==> src/rtl/dpb_pkg.sv <==
// Shared types for the dual-port burst memory.
// Assumes: one beat per rising clock edge.
package dpb_pkg;
    // Phase of one burst port.
    typedef enum logic [1:0] {
        PH_INIT   = 2'd0,
        PH_IDLE   = 2'd1,
        PH_SECOND = 2'd2
    } phase_t;
endpackage

==> src/rtl/dpb_burst_ctrl.sv <==
// One burst port controller. It samples the active-low select at idle,
// latches the base address and issues an even-word beat, then an odd-word beat.
// Assumes: the select and the address are only meaningful at a start slot.
module dpb_burst_ctrl
    import dpb_pkg::*;
#(
    parameter int ADDR_W = 4,
    localparam int IDX_W = ADDR_W + 1
) (
    input  logic              clk,
    input  logic              rst_n,
    input  logic              sel_n,
    input  logic [ADDR_W-1:0] addr_in,
    output logic              go,
    output logic              first,
    output logic [IDX_W-1:0]  idx
);
    phase_t            phase;
    logic [ADDR_W-1:0] base;

    // Start slot: idle with the select low.
    assign first = (phase == PH_IDLE) && !sel_n;
    assign go    = first || (phase == PH_SECOND);
    assign idx   = first ? {addr_in, 1'b0} : {base, 1'b1};

    // Phase sequencing and base-address capture.
    always_ff @(posedge clk) begin
        if (!rst_n) begin
            phase <= PH_INIT;
            base  <= '0;
        end else begin
            unique case (phase)
                PH_INIT:   phase <= PH_IDLE;
                PH_IDLE:   if (!sel_n) begin
                               phase <= PH_SECOND;
                               base  <= addr_in;
                           end
                PH_SECOND: phase <= PH_IDLE;
                default:   phase <= PH_INIT;
            endcase
        end
    end
endmodule

==> src/rtl/dpb_array.sv <==
// Storage array with a byte-masked write port and a registered read port.
// Assumes: a read and a write at the same edge and word return the old word.
module dpb_array #(
    parameter int ADDR_W = 4,
    parameter int DATA_W = 16,
    localparam int IDX_W = ADDR_W + 1,
    localparam int DEPTH = 1 << IDX_W,
    localparam int BYTES = DATA_W / 8
) (
    input  logic              clk,
    input  logic              rd_go,
    input  logic [IDX_W-1:0]  rd_idx,
    input  logic              wr_go,
    input  logic [IDX_W-1:0]  wr_idx,
    input  logic [DATA_W-1:0] wr_data,
    input  logic [BYTES-1:0]  wr_be,
    output logic [DATA_W-1:0] rd_word
);
    logic [DATA_W-1:0] mem [DEPTH];
    logic [DATA_W-1:0] merged;

    // Merge the enabled bytes over the stored word.
    for (genvar b = 0; b < BYTES; b++) begin : g_merge
        assign merged[b*8 +: 8] = wr_be[b] ? wr_data[b*8 +: 8] : mem[wr_idx][b*8 +: 8];
    end

    // Write the merged word.
    always_ff @(posedge clk) begin
        if (wr_go) mem[wr_idx] <= merged;
    end

    // Register the read word; nonblocking order gives read-before-write.
    always_ff @(posedge clk) begin
        if (rd_go) rd_word <= mem[rd_idx];
    end
endmodule

==> src/rtl/dpb_rd_pipe.sv <==
// Delay line for read beats. STAGES extra register stages follow the array register.
// Assumes: STAGES >= 0.
module dpb_rd_pipe #(
    parameter int DATA_W = 16,
    parameter int STAGES = 1
) (
    input  logic              clk,
    input  logic              rst_n,
    input  logic              in_v,
    input  logic [DATA_W-1:0] in_d,
    output logic              out_v,
    output logic [DATA_W-1:0] out_d
);
    if (STAGES == 0) begin : g_direct
        assign out_v = in_v;
        assign out_d = in_d;
    end else begin : g_stages
        logic              v_q [STAGES];
        logic [DATA_W-1:0] d_q [STAGES];

        // Shift beats and their valid flags along the stages.
        always_ff @(posedge clk) begin
            if (!rst_n) begin
                for (int i = 0; i < STAGES; i++) begin
                    v_q[i] <= 1'b0;
                    d_q[i] <= '0;
                end
            end else begin
                v_q[0] <= in_v;
                d_q[0] <= in_d;
                for (int i = 1; i < STAGES; i++) begin
                    v_q[i] <= v_q[i-1];
                    d_q[i] <= d_q[i-1];
                end
            end
        end

        assign out_v = v_q[STAGES-1];
        assign out_d = d_q[STAGES-1];
    end
endmodule

==> src/rtl/dp_burst_sram.sv <==
// Top: independent read and write two-word burst ports over one array.
// Assumes: RD_LAT >= 1; DATA_W is a multiple of 8.
module dp_burst_sram #(
    parameter int ADDR_W = 4,
    parameter int DATA_W = 16,
    parameter int RD_LAT = 2,
    localparam int IDX_W = ADDR_W + 1,
    localparam int BYTES = DATA_W / 8
) (
    input  logic              clk,
    input  logic              rst_n,
    input  logic              rd_sel_n,
    input  logic              wr_sel_n,
    input  logic [ADDR_W-1:0] addr,
    input  logic [DATA_W-1:0] wr_data,
    input  logic [BYTES-1:0]  wr_be,
    output logic [DATA_W-1:0] rd_data,
    output logic              rd_valid
);
    logic             rd_go, rd_first, wr_go, wr_first;
    logic [IDX_W-1:0] rd_idx, wr_idx;
    logic [DATA_W-1:0] rd_word;
    logic             rd_v0;

    dpb_burst_ctrl #(.ADDR_W(ADDR_W)) u_rd_ctrl (
        .clk(clk), .rst_n(rst_n), .sel_n(rd_sel_n), .addr_in(addr),
        .go(rd_go), .first(rd_first), .idx(rd_idx)
    );

    dpb_burst_ctrl #(.ADDR_W(ADDR_W)) u_wr_ctrl (
        .clk(clk), .rst_n(rst_n), .sel_n(wr_sel_n), .addr_in(addr),
        .go(wr_go), .first(wr_first), .idx(wr_idx)
    );

    dpb_array #(.ADDR_W(ADDR_W), .DATA_W(DATA_W)) u_array (
        .clk(clk), .rd_go(rd_go), .rd_idx(rd_idx), .wr_go(wr_go),
        .wr_idx(wr_idx), .wr_data(wr_data), .wr_be(wr_be), .rd_word(rd_word)
    );

    // Valid flag aligned with the array's read register.
    always_ff @(posedge clk) begin
        if (!rst_n) rd_v0 <= 1'b0;
        else        rd_v0 <= rd_go;
    end

    dpb_rd_pipe #(.DATA_W(DATA_W), .STAGES(RD_LAT - 1)) u_pipe (
        .clk(clk), .rst_n(rst_n), .in_v(rd_v0), .in_d(rd_word),
        .out_v(rd_valid), .out_d(rd_data)
    );
endmodule

==> config.mk <==
export PLATFORM = sky130hd
export DESIGN_NAME = dp_burst_sram
export DESIGN_NICKNAME = d
export VERILOG_FILES = /design/src/rtl/dpb_pkg.sv /design/src/rtl/dpb_burst_ctrl.sv /design/src/rtl/dpb_array.sv /design/src/rtl/dpb_rd_pipe.sv /design/src/rtl/dp_burst_sram.sv
export SDC_FILE = /design/constraint.sdc
export NUM_CORES = 1
export LEC_CHECK = 0
export BUFFER_PORTS_ARGS = -buffer_cell sky130_fd_sc_hd__buf_4
export CELL_PAD_IN_SITES_DETAIL_PLACEMENT = 1
export CELL_PAD_IN_SITES_GLOBAL_PLACEMENT = 1
export CORE_ASPECT_RATIO = 1.2
export CORE_UTILIZATION = 30
export DETAILED_ROUTE_END_ITERATION = 10
export PLACE_DENSITY = 0.57
export SYNTH_ARGS = -nofsm -noshare
export SYNTH_HDL_FRONTEND = slang
export SYNTH_SLANG_ARGS = --single-unit
==> constraint.sdc <==
create_clock -name clk -period 4 [get_ports clk]
set_input_delay 0.8 -clock clk [delete_from_list [all_inputs] [get_ports clk]]
set_output_delay 0.8 -clock clk [all_outputs]
set_load 0.005 [all_outputs]
# Word-level counts from Yosys, hierarchy flattened
# Memories as Yosys holds them, arrays and structs flattened. A register that Yosys moved wholly into a read port is not among the register bits.
# Cells that the tools add are included.
dict set report word_totals {
  reg_bits 13
  mem_bits_rw 529
  in_bits 26
  output_inout_bits 17
  wordCells 50
  n_memories 3
}
dict set report op_classes {
  n_eq_ne 8
  n_mux 16
  n_bitwise 2
  reduce_logical 16
}
# name words width rd rd_clocked_by_memory_dff write_ports line
set mem_list {}
lappend mem_list {u_array.mem 32 16 1 1 1 dpb_array.sv:19} ;# logic [DATA_W-1:0] mem [DEPTH];
lappend mem_list {u_pipe.g_stages.d_q 1 16 1 0 1 dpb_rd_pipe.sv:19} ;# logic [DATA_W-1:0] d_q [STAGES];
lappend mem_list {u_pipe.g_stages.v_q 1 1 1 0 1 dpb_rd_pipe.sv:18} ;# logic v_q [STAGES];
# cell n
set op_table {}
lappend op_table {{two-way mux 16 bit} 1}
lappend op_table {{two-way mux 8 bit} 2}
lappend op_table {{OR reduction 16 bit} 1}
lappend op_table {{two-way mux 5 bit} 2}
lappend op_table {{one-hot mux 2 bit (2 select lines)} 2}
lappend op_table {{AND reduction 2 bit} 4}
lappend op_table {{two-way mux 1 bit} 7}
lappend op_table {{equality test 2 x 1 -> 1 bit (second input constant)} 2}
lappend op_table {{equality test 2 bit (second input constant)} 2}
lappend op_table {{logical NOT 2 bit} 2}
lappend op_table {{two-way mux 2 bit} 2}
lappend op_table {{!= test 2 bit (second input constant)} 2}
lappend op_table {{OR reduction 2 bit} 2}
lappend op_table {{logical AND 1 bit} 2}
lappend op_table {{logical NOT 1 bit} 2}
lappend op_table {{logical OR 1 bit} 2}
lappend op_table {{!= test 1 bit (second input constant)} 2}
lappend op_table {{NOT 1 bit} 2}
lappend op_table {{OR reduction 1 bit} 1}

# Longest topological paths before layout
dict set report depth {
  depth_word 6
  depth_mapped 10
  ltp_nobuf 5
}

# By module
# A second synthesis with hierarchy kept.
dict set report hier_totals {
  hier_cells 1285
  hier_area_um2 21973.6
}
# module instances cells_each area_per_inst_um2 seq_area_each_um2
set by_module_without_submodules {}
lappend by_module_without_submodules {dpb_array 1 1188 20867.5 15855.2}
lappend by_module_without_submodules {dpb_burst_ctrl 2 30 302.8 120.1}
lappend by_module_without_submodules {dpb_rd_pipe 1 35 474.2 340.3}
lappend by_module_without_submodules {dp_burst_sram 1 2 26.3 20.0}

# Worst setup path before layout
# No wires, ideal clock.
dict set report synth_timing {
  path_kind {input -> register}
  start {input port rd_sel_n}
  end {register u_array.rd_word[0], read port of u_array.mem, enable pin}
  setup_time_ps 413
  arrival_ps 2617
  t_required_ps 3587
  slack_ps 971
  stages 7
  n_path_buf 5
  cell_sequence {or3b_1 > buf_6 > buf_4 > buf_2 > buf_2 > clkbuf_1 > o21ai_0}
}
dict set report synth_via {
  elab_chain_cells 3
  word_cells_on_any_way 4
  classes_between {1 x mux; 3 x reduce/logical}
}
# item line
set synth_lines {}
lappend synth_lines {{from (decl)} dp_burst_sram.sv:12} ;# input logic rd_sel_n,
lappend synth_lines {{logical NOT 1 bit} dpb_burst_ctrl.sv:22} ;# assign first = (phase == PH_IDLE) && !sel_n;
lappend synth_lines {{logical AND 1 bit} dpb_burst_ctrl.sv:22}
lappend synth_lines {{logical OR 1 bit} dpb_burst_ctrl.sv:23} ;# assign go = first || (phase == PH_SECOND);
lappend synth_lines {{net rd_go} dp_burst_sram.sv:20} ;# logic rd_go, rd_first, wr_go, wr_first;
lappend synth_lines {{to (decl)} dpb_array.sv:17} ;# output logic [DATA_W-1:0] rd_word
# The timed path passes the listed nets, and every way through them passes these cells.
# A chain may end at the register's enable or synchronous reset.

# Final worst setup path
dict set report layout_timing {
  start {register u_rd_ctrl.phase[0]}
  end {register u_array.rd_word[7], read port of u_array.mem, data pin}
}
dict set report layout_via {
  elab_chain_cells 3
  word_cells_on_any_way 5
  classes_between {2 x eq/ne; 1 x mux; 2 x reduce/logical}
}
# item line
set layout_lines {}
lappend layout_lines {{from (decl)} dpb_burst_ctrl.sv:18} ;# phase_t phase;
lappend layout_lines {{from (signal assigned)} dpb_burst_ctrl.sv:29} ;# phase <= PH_INIT;
lappend layout_lines {{from (signal assigned)} dpb_burst_ctrl.sv:33} ;# PH_INIT: phase <= PH_IDLE;
lappend layout_lines {{from (signal assigned)} dpb_burst_ctrl.sv:35} ;# phase <= PH_SECOND;
lappend layout_lines {{equality test 2 x 1 -> 1 bit} dpb_burst_ctrl.sv:22}
lappend layout_lines {{logical AND 1 bit} dpb_burst_ctrl.sv:22}
lappend layout_lines {{two-way mux 5 bit / logical OR 1 bit (equally long branches)} {dpb_burst_ctrl.sv:24, dpb_burst_ctrl.sv:23}}
# Several ways; a longest one is shown, not always the timed one.

==> run_results.csv <==
group,metric,value,unit
setup_path,critical_path.endpoint,"u_array.rd_word[7]$_DFFE_PP_",
setup_path,timing.rr.start,"u_rd_ctrl.phase[0]$_SDFFE_PN0P_",
sta,grt_setup_unrepaired,"false",
global_route,track_usage,16.6,%
cells_and_area,layout.cells.non_filler,2307,
yosys,synth_top_area_share,72.7,%
placed_design,hpwl,39500,um
yosys,syn_area,21800,um^2
yosys,yosys-top-cells-area,"edfxtp_1 73%, mux4_2 6.6%, mux2i_1 5.3%",
detailed_routing,drtIter0Drc,706,
global_route,grt-ovfl-total,0,
yosys,syn_avg_cell_area,18.0,um^2
clock_network,post_cts_buffers,0,
yosys,synthXorXnorAreaFrac,0,%
global_route,antenna_found_initial,0,
setup_path,end_kind,"register",
clock_network,cts_tree,"built",
setup_path,crit_family,"compound AO/OA/AOI/OAI gates",
detailed_routing,ant_nets,0,
setup_path,cp.depth,6,
cells_and_area,fin_nets,1357,
die,die-area,73700,um^2
sta,worstMarginPinSlew,893,ps
setup_path,crit_fanout,26,
die,die_h,297,um
clock_network,clkLatencyLatePin,620,ps
detailed_routing,routed_wl,59900,um
placed_design,place_inst,2197,
yosys,async_reset_ff_share,0,%
clock_network,cts_hold_buf,0,
cells_and_area,mostFrequentLayoutCells,"528 x edfxtp_1, 124 x buf_4, 115 x mux2i_1",
setup_path,crit_start,"u_rd_ctrl.phase[0]$_SDFFE_PN0P_",
cells_and_area,fin_util,35.6,%
sta,fmax,0.328,GHz
yosys,synth_top_family_by_area,"multiplexers",
yosys,synth_cell_types,44,
sta,slew_headroom,40.1,%
die,io_pins,43,
cells_and_area,area_delta_synth_final,16.8,%
setup_path,crit_slowest_cell,"a21oi_2",
yosys,synth-edff-count,528,
cells_and_area,drive_gt1_share,22.4,%
setup_path,r2r-end,"u_array.rd_word[7]$_DFFE_PP_",
setup_path,path_buf_inv,1,
global_route,grt_pass1_wl,87800,um
setup_path,slowest_delay,710,ps
detailed_routing,dr_total_vias,11400,
clock_network,cts_sinks,558,
clock_network,cts-resized-gates,0,
power_and_ir_drop,powerDensity,483,nW/um^2
sta,finalCritPeriodShare,76.3,%
cells_and_area,mostFrequentLayoutCell,"edfxtp_1",
yosys,yosys_warnings,0,
clock_network,clockBufferDepth,3,
sta,skew,16.3,ps
detailed_routing,firstDrtPassIters,5,
yosys,synth-seq-area-share,75.5,%
outcome,status,"finished clean",
yosys,synth_top_area_cell,"edfxtp_1",
yosys,yosys.area_share.simple,5.57,%
power_and_ir_drop,p_leak,8.09,nW
setup_path,ff2ff_path_depth,6,
sta,min_period,3050,ps
yosys,synth_compound_area_share,4.31,%
setup_path,crit_chain,"or3b_4 -> a21oi_2 -> buf_4 -> a211oi_1 -> a311oi_1 -> o32ai_1",
clock_network,numCtsBuffers,58,
placed_design,io_buffers,42,
yosys,syn_nets,1236,
global_route,grt_pass1_vias,12200,
detailed_routing,post_drt_wl_per_cell,26.0,um
setup_path,startpoint_type,"register",
die,core_area,71500,um^2
power_and_ir_drop,ir_worst_vdd,0.000391,V
clock_network,h-tree-depth,2,
flow_run,drv_cap,0,
setup_path,critPathKind,"register to register",
yosys,syn_inst,1210,
clock_network,root_buffer,"clkbuf_16",
placed_design,place.gp.congestion,0.792,
yosys,muxShareOfSynthArea,12.9,%
power_and_ir_drop,p_total,12.3,mW
die,die_w,248,um
die,row_count,107,
detailed_routing,drc,0,
sta,setup_tns,0,ps
sta,final-setup-viol-count,0,
yosys,ys_seq_elements,558,
detailed_routing,viasPerCell,4.95,
sta,hold_viol,0,
die,start_util,30.5,%
setup_path,arrival,3400,ps
setup_path,ff2ff_setup_slack,950,ps
yosys,synthAdderAreaFrac,0,%
sta,report.final.slew_viol_count,0,
global_route,grt_max_degree,50,
hold_path,hold_path_class,"register to register",
yosys,synth_flop_cell,"edfxtp_1",
clock_network,clkTransAtPathRegs,60,ps
setup_path,crit_required,4350,ps
## area by class of cell
type / count / area [um^2]
repair buffers: 129 / 1030
multi-input cells: 583 / 4990
well taps: 926 / 1160
clock buffers: 84 / 1640
flip-flops and latches: 558 / 16500
clock inverters: 25 / 159
inverters: 1 / 3.75
diodes: 1 / 2.50
fillers: 7239 / 46000
## metal layers
layer	wire, um	track usage [%]	vias up
met5	0	0	-
met4	1580	5.27	0
met3	1730	1.97	80
met2	31300	29.0	218
met1	25300	21.0	6046
li1	-	-	5072
## Yosys cell counts (all sizes together), types with 12 or more instances
| master | n |
|---|---|
| a211oi | 46 |
| a31oi | 13 |
| and2 | 24 |
| buf | 46 |
| clkbuf | 22 |
| dfxtp | 30 |
| edfxtp | 528 |
| mux2 | 19 |
| mux2i | 116 |
| mux4 | 64 |
| nand2 | 63 |
| nand3 | 13 |
| nor2 | 75 |
| nor2b | 37 |
| o21ai | 18 |
| o22ai | 12 |
## sequential cells by signal, summed over array words and instances, names as in the netlist
signal               count
u_wr_ctrl.phase          2
rd_v0                    1
u_pipe.g_stages.v_q      1
u_wr_ctrl.base           4
u_rd_ctrl.base           4
u_rd_ctrl.phase          2
u_array.rd_word         16
u_array.mem            512
u_pipe.g_stages.d_q     16
## per-stage QoR
| stage | hold slack, ps | worst slack [ps] | area [um^2] |
|---|---|---|---|
| finish | 435 | 950 | 25400 |
| global route | 475 | 835 | 25400 |
| CTS | 438 | 908 | 25400 |
| detailed placement | 420 | 382 | 23600 |
| global placement | 412 | 422 | 23600 |
| floorplan | 406 | 971 | 21800 |
## cells by family (layout without fill, tap and decap cells)
kind of cell,count (synthesis),in the layout
compound gates,134,134
buf+inv,69,239
flops,558,558
mux,199,199
other cells,0,1
simple gates,250,250
## worst min-delay path by stage
stage / from / to / slack, ps / depth (start not counted)
after CTS: rd_v0$_SDFF_PN0_ / u_pipe.g_stages.v_q[0]$_DFF_P_ / 440 / 1
after floorplan: rd_v0$_SDFF_PN0_ / u_pipe.g_stages.v_q[0]$_DFF_P_ / 410 / 1
final: rd_v0$_SDFF_PN0_ / u_pipe.g_stages.v_q[0]$_DFF_P_ / 430 / 1
after detailed placement: rd_v0$_SDFF_PN0_ / u_pipe.g_stages.v_q[0]$_DFF_P_ / 420 / 1
after global placement: rd_v0$_SDFF_PN0_ / u_pipe.g_stages.v_q[0]$_DFF_P_ / 410 / 1
after global routing: rd_v0$_SDFF_PN0_ / u_pipe.g_stages.v_q[0]$_DFF_P_ / 480 / 1
## power breakdown
| group | switching (mW) | internal [mW] |
|---|---|---|
| clock | 2.20 | 2.90 |
| sequential | 0.0404 | 6.44 |
| combinational | 0.460 | 0.247 |
Note: power is estimated with default switching activity, not from simulation.
